File: config.mk
export PLATFORM = sky130hd
export DESIGN_NAME = sdr_burst_seq
export DESIGN_NICKNAME = d
export VERILOG_FILES = /design/src/rtl/sdr_burst_pkg.sv /design/src/rtl/sdr_burst_ctrl.sv /design/src/rtl/sdr_burst_colgen.sv /design/src/rtl/sdr_burst_rdpipe.sv /design/src/rtl/sdr_burst_seq.sv
export SDC_FILE = /design/constraint.sdc
export NUM_CORES = 1
export LEC_CHECK = 0
export ABC_AREA = 1
export ABC_CLOCK_PERIOD_IN_PS = 2020
export BUFFER_PORTS_ARGS = -buffer_cell sky130_fd_sc_hd__buf_2
export CELL_PAD_IN_SITES_DETAIL_PLACEMENT = 0
export CELL_PAD_IN_SITES_GLOBAL_PLACEMENT = 2
export CORE_MARGIN = 5
export CORE_UTILIZATION = 30
export DETAILED_ROUTE_END_ITERATION = 10
export PLACE_DENSITY_LB_ADDON = 0.1
export RECOVER_POWER = 50
export SETUP_SLACK_MARGIN = 0.4
export SLEW_MARGIN = 0
export SYNTH_ARGS = -nofsm -noshare
export SYNTH_HDL_FRONTEND = slang
export SYNTH_SLANG_ARGS = --single-unit
File: constraint.sdc
create_clock -name clk -period 2.02 [get_ports clk]
set_clock_uncertainty 0.2 [all_clocks]
set_input_delay 0.101 -clock clk [delete_from_list [all_inputs] [get_ports clk]]
set_output_delay 0.101 -clock clk [all_outputs]
set_load 0.02 [all_outputs]
File: src/rtl/sdr_burst_pkg.sv
`timescale 1ns/1ps
package sdr_burst_pkg;
  typedef enum logic [2:0] {
    LEN_1    = 3'd0,
    LEN_2    = 3'd1,
    LEN_4    = 3'd2,
    LEN_8    = 3'd3,
    LEN_PAGE = 3'd7
  } burst_len_e;

  // log2 of beat count for fixed lengths; unknown codes act as one beat
  function automatic logic [1:0] len_log2(input logic [2:0] code);
    case (code)
      LEN_2:   return 2'd1;
      LEN_4:   return 2'd2;
      LEN_8:   return 2'd3;
      default: return 2'd0;
    endcase
  endfunction

  function automatic logic is_page(input logic [2:0] code);
    return code == LEN_PAGE;
  endfunction
endpackage

File: src/rtl/sdr_burst_ctrl.sv
`timescale 1ns/1ps
module sdr_burst_ctrl
  import sdr_burst_pkg::*;
#(
  parameter int COL_W  = 10,
  parameter int BANK_W = 2,
  parameter int DATA_W = 8
) (
  input  logic              clk,
  input  logic              rst_n,
  input  logic              ce,
  input  logic              cmd_valid,
  input  logic              cmd_write,
  input  logic [BANK_W-1:0] cmd_bank,
  input  logic [COL_W-1:0]  cmd_col,
  input  logic              burst_stop,
  input  logic [2:0]        mode_len,
  input  logic              mode_interleave,
  input  logic              mode_single_wr,
  input  logic              dqm,
  input  logic [DATA_W-1:0] wdata,
  output logic              active,
  output logic              is_write,
  output logic [BANK_W-1:0] bank,
  output logic [COL_W-1:0]  start_col,
  output logic [COL_W-1:0]  beat_idx,
  output logic [2:0]        len_code,
  output logic              interleave,
  output logic [DATA_W-1:0] wr_data,
  output logic              wr_mask
);
  logic             page;
  logic [COL_W-1:0] last_idx;
  logic             at_last;

  assign page     = is_page(len_code);
  assign last_idx = COL_W'((4'd1 << len_log2(len_code)) - 4'd1);
  assign at_last  = !page && (beat_idx == last_idx);

  always_ff @(posedge clk or negedge rst_n) begin
    if (!rst_n) begin
      active     <= 1'b0;
      is_write   <= 1'b0;
      bank       <= '0;
      start_col  <= '0;
      beat_idx   <= '0;
      len_code   <= LEN_1;
      interleave <= 1'b0;
      wr_data    <= '0;
      wr_mask    <= 1'b0;
    end else if (ce) begin
      wr_data <= wdata;
      wr_mask <= dqm;
      if (cmd_valid) begin
        active     <= 1'b1;
        is_write   <= cmd_write;
        bank       <= cmd_bank;
        start_col  <= cmd_col;
        beat_idx   <= '0;
        len_code   <= (cmd_write && mode_single_wr) ? LEN_1 : mode_len;
        interleave <= mode_interleave;
      end else if (active) begin
        if ((page && burst_stop) || at_last) begin
          active <= 1'b0;
        end else begin
          beat_idx <= beat_idx + 1'b1;
        end
      end
    end
  end
endmodule

File: src/rtl/sdr_burst_colgen.sv
`timescale 1ns/1ps
module sdr_burst_colgen
  import sdr_burst_pkg::*;
#(
  parameter int COL_W = 10
) (
  input  logic [COL_W-1:0] start_col,
  input  logic [COL_W-1:0] beat_idx,
  input  logic [2:0]       len_code,
  input  logic             interleave,
  output logic [COL_W-1:0] col
);
  logic             page;
  logic [1:0]       span_lg;
  logic [COL_W-1:0] seq_sum;

  assign page    = is_page(len_code);
  assign span_lg = len_log2(len_code);
  assign seq_sum = start_col + beat_idx;

  for (genvar i = 0; i < COL_W; i++) begin : g_bit
    logic in_span;
    logic moved;
    assign in_span = page || (32'(span_lg) > i);
    assign moved   = (interleave && !page) ? (start_col[i] ^ beat_idx[i]) : seq_sum[i];
    assign col[i]  = in_span ? moved : start_col[i];
  end
endmodule

File: src/rtl/sdr_burst_rdpipe.sv
`timescale 1ns/1ps
module sdr_burst_rdpipe #(
  parameter int DATA_W   = 8,
  parameter int MAX_CL   = 3,
  parameter int MASK_LAG = 2
) (
  input  logic              clk,
  input  logic              rst_n,
  input  logic              ce,
  input  logic              rd_beat,
  input  logic [DATA_W-1:0] arr_rdata,
  input  logic              dqm,
  input  logic              cl3,
  output logic [DATA_W-1:0] dq_out,
  output logic              dq_oe
);
  localparam int MASK_N = MASK_LAG + 1;

  logic [MAX_CL-1:0]             v_q;
  logic [MAX_CL-1:0][DATA_W-1:0] d_q;
  logic [MASK_N-1:0]             m_q;
  logic [1:0]                    tap;

  assign tap = cl3 ? 2'd2 : 2'd1;

  always_ff @(posedge clk or negedge rst_n) begin
    if (!rst_n) begin
      v_q <= '0;
      d_q <= '0;
      m_q <= '0;
    end else if (ce) begin
      v_q <= {v_q[MAX_CL-2:0], rd_beat};
      d_q <= {d_q[MAX_CL-2:0], arr_rdata};
      m_q <= {m_q[MASK_N-2:0], dqm};
    end
  end

  assign dq_oe  = v_q[tap] && !m_q[MASK_LAG];
  assign dq_out = d_q[tap];
endmodule

File: src/rtl/sdr_burst_seq.sv
`timescale 1ns/1ps
module sdr_burst_seq #(
  parameter int COL_W  = 10,
  parameter int BANK_W = 2,
  parameter int DATA_W = 8
) (
  input  logic              clk,
  input  logic              rst_n,
  input  logic              cke,
  input  logic              cmd_valid,
  input  logic              cmd_write,
  input  logic [BANK_W-1:0] cmd_bank,
  input  logic [COL_W-1:0]  cmd_col,
  input  logic              burst_stop,
  input  logic [2:0]        mode_len,
  input  logic              mode_interleave,
  input  logic              mode_cl3,
  input  logic              mode_single_wr,
  input  logic              dqm,
  input  logic [DATA_W-1:0] wdata,
  input  logic [DATA_W-1:0] arr_rdata,
  output logic              col_valid,
  output logic [BANK_W-1:0] col_bank,
  output logic [COL_W-1:0]  col_addr,
  output logic              col_we,
  output logic [DATA_W-1:0] col_wdata,
  output logic [DATA_W-1:0] dq_out,
  output logic              dq_oe
);
  logic              cke_q;
  logic              active;
  logic              is_write;
  logic [COL_W-1:0]  start_col;
  logic [COL_W-1:0]  beat_idx;
  logic [2:0]        len_code;
  logic              interleave;
  logic              wr_mask;

  // a low sample on cke voids the following edge
  always_ff @(posedge clk or negedge rst_n) begin
    if (!rst_n) cke_q <= 1'b1;
    else        cke_q <= cke;
  end

  sdr_burst_ctrl #(.COL_W(COL_W), .BANK_W(BANK_W), .DATA_W(DATA_W)) u_ctrl (
    .clk(clk), .rst_n(rst_n), .ce(cke_q),
    .cmd_valid(cmd_valid), .cmd_write(cmd_write), .cmd_bank(cmd_bank), .cmd_col(cmd_col),
    .burst_stop(burst_stop), .mode_len(mode_len), .mode_interleave(mode_interleave),
    .mode_single_wr(mode_single_wr), .dqm(dqm), .wdata(wdata),
    .active(active), .is_write(is_write), .bank(col_bank), .start_col(start_col),
    .beat_idx(beat_idx), .len_code(len_code), .interleave(interleave),
    .wr_data(col_wdata), .wr_mask(wr_mask)
  );

  sdr_burst_colgen #(.COL_W(COL_W)) u_colgen (
    .start_col(start_col), .beat_idx(beat_idx), .len_code(len_code),
    .interleave(interleave), .col(col_addr)
  );

  sdr_burst_rdpipe #(.DATA_W(DATA_W)) u_rdpipe (
    .clk(clk), .rst_n(rst_n), .ce(cke_q), .rd_beat(active && !is_write),
    .arr_rdata(arr_rdata), .dqm(dqm), .cl3(mode_cl3),
    .dq_out(dq_out), .dq_oe(dq_oe)
  );

  assign col_valid = active;
  assign col_we    = active && is_write && !wr_mask;
endmodule

# Word level (Yosys, flattened, before mapping)
# Cells that the tools add are included.
# op_classes
add_sub_neg	3
mul	0
div_mod_pow	0
n_lt_le_gt_ge	4
eq_ne	6
n_shift	1
mux	33
bitwise	10
n_reduce_logical	19
# op_table
op	n
two-way mux 10 bit	3
two-way mux 1 bit	24
binary-select mux 8 bit (select 2 bit)	1
adder 10 x 1 -> 10 bit, second input constant	1
adder 10 bit	1
== test 10 bit	1
left shift 1 x 2 -> 10 bit, first input constant	1
subtractor 10 x 1 -> 10 bit, second input constant	1
XOR 1 bit	10
logical AND 1 bit	8
two-way mux 8 bit	1
== test 3 x 2 -> 1 bit, second input constant	2
case mux 2 bit (3 select lines)	1
greater-than comparator 2 x 1 -> 1 bit, second input constant	2
zero test 1 bit	4
logical OR 1 bit	4
== test 3 x 1 -> 1 bit, second input constant	1
== test 3 bit, second input constant	1
less-than comparator 2 x 3 -> 1 bit, second input constant	1
two-way mux 3 bit	1
AND reduction 3 bit	1
binary-select mux 1 bit (select 2 bit)	1
greater-than comparator 2 bit, second input constant	1
two-way mux 2 bit	1
other kinds (3)	3
# word_totals
register_bits	68
latch_bits	0
ram_bits	0
mem_bits_ro	0
input_bits	41
out_inout_bits	31
wordCells	91
n_memories	0

# Logic depth before layout (Yosys ltp)
# Gate-level depths: netlist (run 1).
# logic_depth
depth_word	10
ltp_mapped	12
depth_no_buf	12

# Hierarchy
# From an unflattened synthesis (run 1), not the netlist that was laid out.
# hier_totals
cells_unflattened	490
hier_area_um2	3811.2
# by_module_without_submodules
module	instances	cells_per_inst	area_each_um2	seq_area_each_um2
sdr_burst_ctrl	1	230	1762.9	925.9
sdr_burst_rdpipe	1	139	1380.1	750.7
sdr_burst_colgen	1	116	624.3	0.0
sdr_burst_seq	1	5	43.8	26.3

# Worst setup path before layout (run 1)
# Ideal clock, no wire load.
# synth_timing
path_kind	reg2out
start	register u_ctrl.beat_idx[2]
end	output col_addr[7]
t_arrival_ps	1706
required_time_ps	1719
setup_slack_ps	13
path_stages_with_launch	8
n_path_buf	0
path_cell_list	dfrtp_1 ha_1 nand2_1 o21bai_1 nand2_1 nand3_1 nand2_1 o21ai_0
# synth_between
elab_chain_len	3
# synth_lines
element	line	rtl
start: declaration	sdr_burst_ctrl.sv:26	output logic [COL_W-1:0] beat_idx,
start signal: assignment	sdr_burst_ctrl.sv:66	beat_idx <= beat_idx + 1'b1;
adder 10 bit	sdr_burst_colgen.sv:19	assign seq_sum = start_col + beat_idx;
two-way mux 1 bit	sdr_burst_colgen.sv:25	assign moved = (interleave && !page) ? (start_col[i] ^ beat_idx[i]) : seq_sum[i];
two-way mux 1 bit	sdr_burst_colgen.sv:26	assign col[i] = in_span ? moved : start_col[i];
end: declaration	sdr_burst_seq.sv:24	output logic [COL_W-1:0] col_addr,
# No other way between the ends.

# Final worst setup path (run 1)
# layout_timing
start	register u_ctrl.beat_idx[0]
end	output col_addr[4]
# The elaborated chain is that of the path after synthesis.

==> impl_metrics.toml, run 1 <==
[status]
status = "complete, but fails checks"
failed_checks = "negative setup slack"

[power]
p_leak_nw = 2.78
max-vdd-ir-drop_mv = 0.685
cellPowerDensity_mw_per_mm2 = 823
power_mw = 4.58

[worst_setup_path]
critPathBufInv = 5
crit_required_ns = 1.72
cp_slowest_cell = "dfrtp_1"
arrival_ns = 2.05
path_class = "register to primary output"
endpoint_kind = "primary output"
cp_top_family = "simple AND/OR/NAND/NOR gates"
crit_path_cell_trace = "ha_2, inv_2, fa_2, inv_2, nand3_2, nand2_2, buf_4, buf_6, or2_4, nand3_4, nand2_4, buf_6"
startpoint_type = "register"
crit_path_max_fanout = 3
max_stage_delay_ns = 0.38

[sta]
setup_tns_ns = -1.74
timing.final.crit_share_pct = 117
final_max_slew_viol_count = 0
worst_pin_slew_ns = 0.966
maxSlewHeadroom_pct = 35.6
fmax_mhz = 425
setup_ws_ns = -0.335
period_minus_slack_ns = 2.35
rsz0062_at_grt = "true"
finalHoldViolations = 0
setup_viol = 9
holdWs_ns = 0.211

[die]
dieArea_mm2 = 0.0141
row_count = 39
io_pins = 72
core_area_mm2 = 0.0115
die_width_um = 119
dieHeight_um = 119
initial_core_util_pct = 30.7

[synth]
ys_seq_area_share_pct = 47.4
synth-edff-count = 0
yosys_warnings = 0
ys.flop_type = "dfrtp_1"
netlist.area_leader.share_pct = 46.6
synth_cell_types = 34
yosysMostFrequentCell = "nand2_1"
synth.avg_cell_area_um2 = 7.52
synth.top_cells.by_count = "nand2_1, dfrtp_1, inv_1"
ys_seq_elements = 67
syn_inst = 471
synth_area_leaders = "dfrtp_1, nand2_1, o21ai_0, inv_1, nand3_1"
syn_area_mm2 = 0.00354
async_flop_share_pct = 100
synth.largest_area_cell = "dfrtp_1"
synth_fp_nets = 523

[place]
hpwl_um = 6980
dp_cells = 697
place_area_mm2 = 0.00436
port_buffers = 71
place.gp.congestion = 0.789

[cts]
insertion_delay_ns = 0.34
clock-sinks = 67
path_clk_slew_ns = 0.06
tritoncts = "done"
htree_levels = 3
cts_buffers = 9
cts_root_buf = "clkbuf_16"
cts_max_path_buffers = 2

[detailed_routing]
vias_per_cell = 4.55
route.vias.total = 3549
drtIter0Drc = 137
drc_errors = 0
wirelength_um = 10600
avgRoutedWirePerCell_um = 13.5
postRouteAntennaNets = 0
first_pass_iters = 4

[grt]
grt_pass1_wl_um = 17400
grt_max_degree = 68
antenna_found_initial = 0
grt_pass1_vias = 3540
grt-ovfl-total = 0
groute.usage.overall_pct = 15.4

[cells_and_area]
seq_area_mm2 = 0.00168
syn2layout_area_growth_pct = 57.2
nets = 684
nFillCells = 1191
fin_cells = 780
drive_above_1_share_pct = 34.5
n_antenna_cell = 0
stdcell_area_mm2 = 0.00557
multi_input_area_mm2 = 0.00196

[run]
maxCapViolations = 0

[worst_hold_path]
hold_path_class = "input port to register"
## path summary, 6_finish.rpt
path                       cells past startpoint                            from                         endpoint  slack (ns)
min in group asynchronous                      3                           rst_n      u_rdpipe.d_q[1]$_DFFE_PN0P_        0.36
min reg2reg                                    2     u_rdpipe.d_q[1]$_DFFE_PN0P_      u_rdpipe.d_q[1]$_DFFE_PN0P_        0.27
max                                           12  u_ctrl.beat_idx[0]$_DFFE_PN0P_                      col_addr[4]       -0.33
max in group asynchronous                      3                           rst_n  u_ctrl.start_col[4]$_DFFE_PN0P_        0.58
max reg2reg                                   12  u_ctrl.len_code[1]$_DFFE_PN0P_   u_ctrl.beat_idx[3]$_DFFE_PN0P_        0.17
min                                            2                             cke                  cke_q$_DFF_PN1_        0.21
## registers in the layout, indices dropped and copies added (netlist names)
name / cells
u_rdpipe.v_q: 3
u_ctrl.bank: 2
u_ctrl.beat_idx: 10
u_ctrl.wr_data: 8
u_ctrl.start_col: 10
u_rdpipe.d_q: 24
u_ctrl.interleave: 1
u_ctrl.active: 1
u_rdpipe.m_q: 3
u_ctrl.is_write: 1
u_ctrl.len_code: 3
cke_q: 1
## stage by stage
step                worst slack [ns]  util [%]
finish                        -0.335      48.3
global route                  -0.397      48.3
CTS                           -0.276      46.3
detailed placement            0.0375      37.9
global placement              0.0476      37.9
floorplan                      0.209         -
## placed cells by master, fill, tap and decap left out, types with 13 or more instances in the layout
master	Yosys	final
buf_2	4	55
buf_4	1	47
buf_6	1	13
dfrtp_1	66	61
dlygate4sd3_1	0	39
inv_1	41	34
nand2_1	197	171
nand2_2	4	23
nand3_1	28	13
nand3_2	0	13
nor2_1	19	15
o21ai_0	40	38
## per-layer routing
metal	routed length, µm	global-route usage [%]	part of all wire [%]	vias to the layer above
met3	480	4.73	4.5	12
met4	158	4.78	1.5	0
met5	0	0	0	-
li1	-	-	-	1820
met2	5320	26.7	50	56
met1	4590	18.4	44	1661
## layout make-up
cell class	instances	share of cell area, %
Multi-Input combinational cell	343	35.3
Sequential cell	67	30.3
Timing Repair Buffer	167	22.8
Clock buffer	9	4.05
Tap cell	143	3.21
Inverter	44	3.01
Clock inverter	7	1.37
## cells by family after synthesis
| kind of cell | count (synthesis) | synth area share (%) |
|---|---|---|
| flops | 67 | 47.4 |
| fa+ha+maj | 11 | 4.10 |
| xor+xnor | 8 | 1.98 |
| compound gates | 58 | 8.66 |
| buf+inv | 62 | 7.07 |
| simple gates | 265 | 30.8 |
## where the power goes
part           leakage [nW]  internal (mW)  switching, mW  total, mW
logic                  1.80          0.617          0.743       1.36
registers             0.834           1.50          0.101       1.60
clock network         0.148          0.966          0.653       1.62
## timing repair
item / in CTS / in global routing
setup buffers: 16 / 10
pin swaps: 32 / 38
endpoints found under the setup margin: 43 / 58
resized for setup: 43 / 45
hold buffers: 39 / 0
hold endpoints to repair: 109 / 0
cloned: 1 / 1
(Power assumes the default switching activity.)
==> run 2, diff against run 1 <==
- SETUP_SLACK_MARGIN: 0.4 -> 0.15
- SLEW_MARGIN: 0 -> 10
==> run 2 against run 1 <==
  * The flow still finishes with violations (negative setup slack)
  * Final cell count decreased by 1.2%
  * Sequential power about the same
  * Total power decreased by 4.8%
  * Routed wire length decreased by 5.2%
  * Setup slack improved by 0.085 ns
  * First-iteration DRC count increased by 26%
  * Critical path type unchanged
==> impl_metrics.toml, run 2 (same netlist as run 1, synthesis figures left out) <==
[power]
intPower_mw = 2.93
pwr-share-seq_pct = 36.7
switching_power_mw = 1.43
pwr-share-comb_pct = 30.8
swShare_pct = 32.7
p_leak_nw = 2.73
p_clk_share_pct = 32.4
max-vdd-ir-drop_mv = 0.652
power_mw = 4.36
cellPowerDensity_mw_per_mm2 = 797

[cts]
clock-sinks = 67
insertion_delay_ns = 0.33
htree_levels = 3
path_clk_slew_ns = 0.06
tritoncts = "done"
cts_root_buf = "clkbuf_16"
cts_buffers = 9
cts_max_path_buffers = 2

[place]
place_area_mm2 = 0.00423
port_buffers = 71
hpwl_um = 6760
place.gp.congestion = 0.784
post-place-ws_ns = -0.0527

[worst_hold_path]
min_delay_path_depth = 4
min_from = "cmd_valid"
hold_path_class = "input port to register"
hold_end = "u_ctrl.beat_idx[0]$_DFFE_PN0P_"

[cells_and_area]
top_register = "u_rdpipe.d_q"
n_antenna_cell = 0
fin_util_pct = 47.5
reg_top3 = "u_rdpipe.d_q: 24 flops, u_ctrl.beat_idx: 10 flops, u_ctrl.start_col: 10 flops"
largest_register_ffs = 24
drive_above_1_share_pct = 33.3
stdcell_area_mm2 = 0.00547
syn2layout_area_growth_pct = 54.5
final_common_cell = "nand2_1"
nets = 675
final_cell_mix = "nand2_1, dfrtp_1, buf_2"

[sta]
holdWs_ns = 0.0214
rsz0062_at_grt = "true"
setup_ws_ns = -0.250
finalHoldViolations = 0
worst_pin_slew_ns = 0.942
setup_viol = 8
final_max_slew_viol_count = 0
maxSlewHeadroom_pct = 37.2
period_minus_slack_ns = 2.27
timing.final.crit_share_pct = 112
fmax_mhz = 441

[status]
failed_checks = "negative setup slack"
status = "complete, but fails checks"

[worst_setup_path]
r2r-end = "u_ctrl.beat_idx[1]$_DFFE_PN0P_"
path_class = "register to primary output"
crit_required_ns = 1.72
endpoint_kind = "primary output"
startpoint_type = "register"
worstRegToRegCells = 6
crit_path_max_fanout = 3
arrival_ns = 1.97
regToRegStartpoint = "cke_q$_DFF_PN1_"
reg2reg_slack_ns = 0.19

[die]
io_pins = 72
die_width_um = 119
row_count = 39
dieArea_mm2 = 0.0141
core_area_mm2 = 0.0115
initial_core_util_pct = 30.7
dieHeight_um = 119

[grt]
grt-ovfl-total = 0
grt_pass1_wl_um = 16900
grt_max_degree = 68
groute.usage.overall_pct = 14.9
antenna_found_initial = 0
grt_pass1_vias = 3485

[detailed_routing]
drc_errors = 0
vias_per_cell = 4.46
drtIter0Drc = 173
first_pass_iters = 4
postRouteAntennaNets = 0
route.vias.total = 3441
wirelength_um = 10000
avgRoutedWirePerCell_um = 13.0

[run]
maxCapViolations = 0
-- run 2: cell type report --
cell class,count,area [µm²]
fillers,1178,6050
flip-flops and latches,67,1680
multi-input cells,343,1980
clock buffers,12,236
clock inverters,4,30.0
inverters,44,168
well taps,143,179
repair buffers,158,1190
-- run 2: timing repair --
item                                    4_1_cts  5_1_grt
setup buffers                                13        8
hold endpoints to repair                    103        0
endpoints found under the setup margin       15       19
cloned                                        0        1
hold buffers                                 38        0
pin swaps                                    26       42
gates resized for setup                      62       54
-- run 2: worst max-delay path by stage --
| stage | startpoint | to | cells after the start | slack [ns] |
|---|---|---|---|---|
| after floorplan | u_ctrl.beat_idx[0]$_DFFE_PN0P_ | col_addr[8] | 12 | 0.16 |
| after global placement | u_ctrl.start_col[0]$_DFFE_PN0P_ | col_addr[8] | 13 | -0.03 |
| after detailed placement | u_ctrl.beat_idx[0]$_DFFE_PN0P_ | col_addr[8] | 13 | -0.05 |
| after CTS | u_ctrl.beat_idx[0]$_DFFE_PN0P_ | col_addr[8] | 13 | -0.33 |
| after global routing | u_ctrl.start_col[0]$_DFFE_PN0P_ | col_addr[8] | 13 | -0.43 |
| final | u_ctrl.start_col[0]$_DFFE_PN0P_ | col_addr[4] | 11 | -0.25 |
-- run 2: critical path, stage by stage (launching register included) --
cell	delay [ns]
dfrtp_1	0.38
ha_2	0.20
inv_2	0.06
fa_2	0.18
inv_2	0.05
nand3_2	0.05
nand2_2	0.05
buf_4	0.13
or2_2	0.26
nand3_1	0.07
nand2_1	0.07
buf_6	0.13
-- run 2: per-layer routing --
metal  track usage [%]  up-vias  part of all wire (%)
met2              26.0       66                    51
met3              4.73        7                   4.6
met5                 0        -                     0
li1                  -     1795                     -
met1              17.9     1573                    44
met4              3.48        0                  0.85
-- run 2: stage by stage --
stage | TNS (ns) | instances
global placement | -0.0259 | 695
global route | -2.30 | 771
floorplan | 0 | 471
finish | -1.26 | 771
detailed placement | -0.0527 | 695
CTS | -1.54 | 762
-- run 2: power groups by stage --
stage	logic (mW)	registers [mW]	clock network (mW)
final	1.34	1.60	1.41
after detailed placement	1.00	1.61	0
after floorplan	0.579	1.63	0
after global placement	0.996	1.61	0
after CTS	1.24	1.60	1.48
after global routing	1.49	1.62	1.53
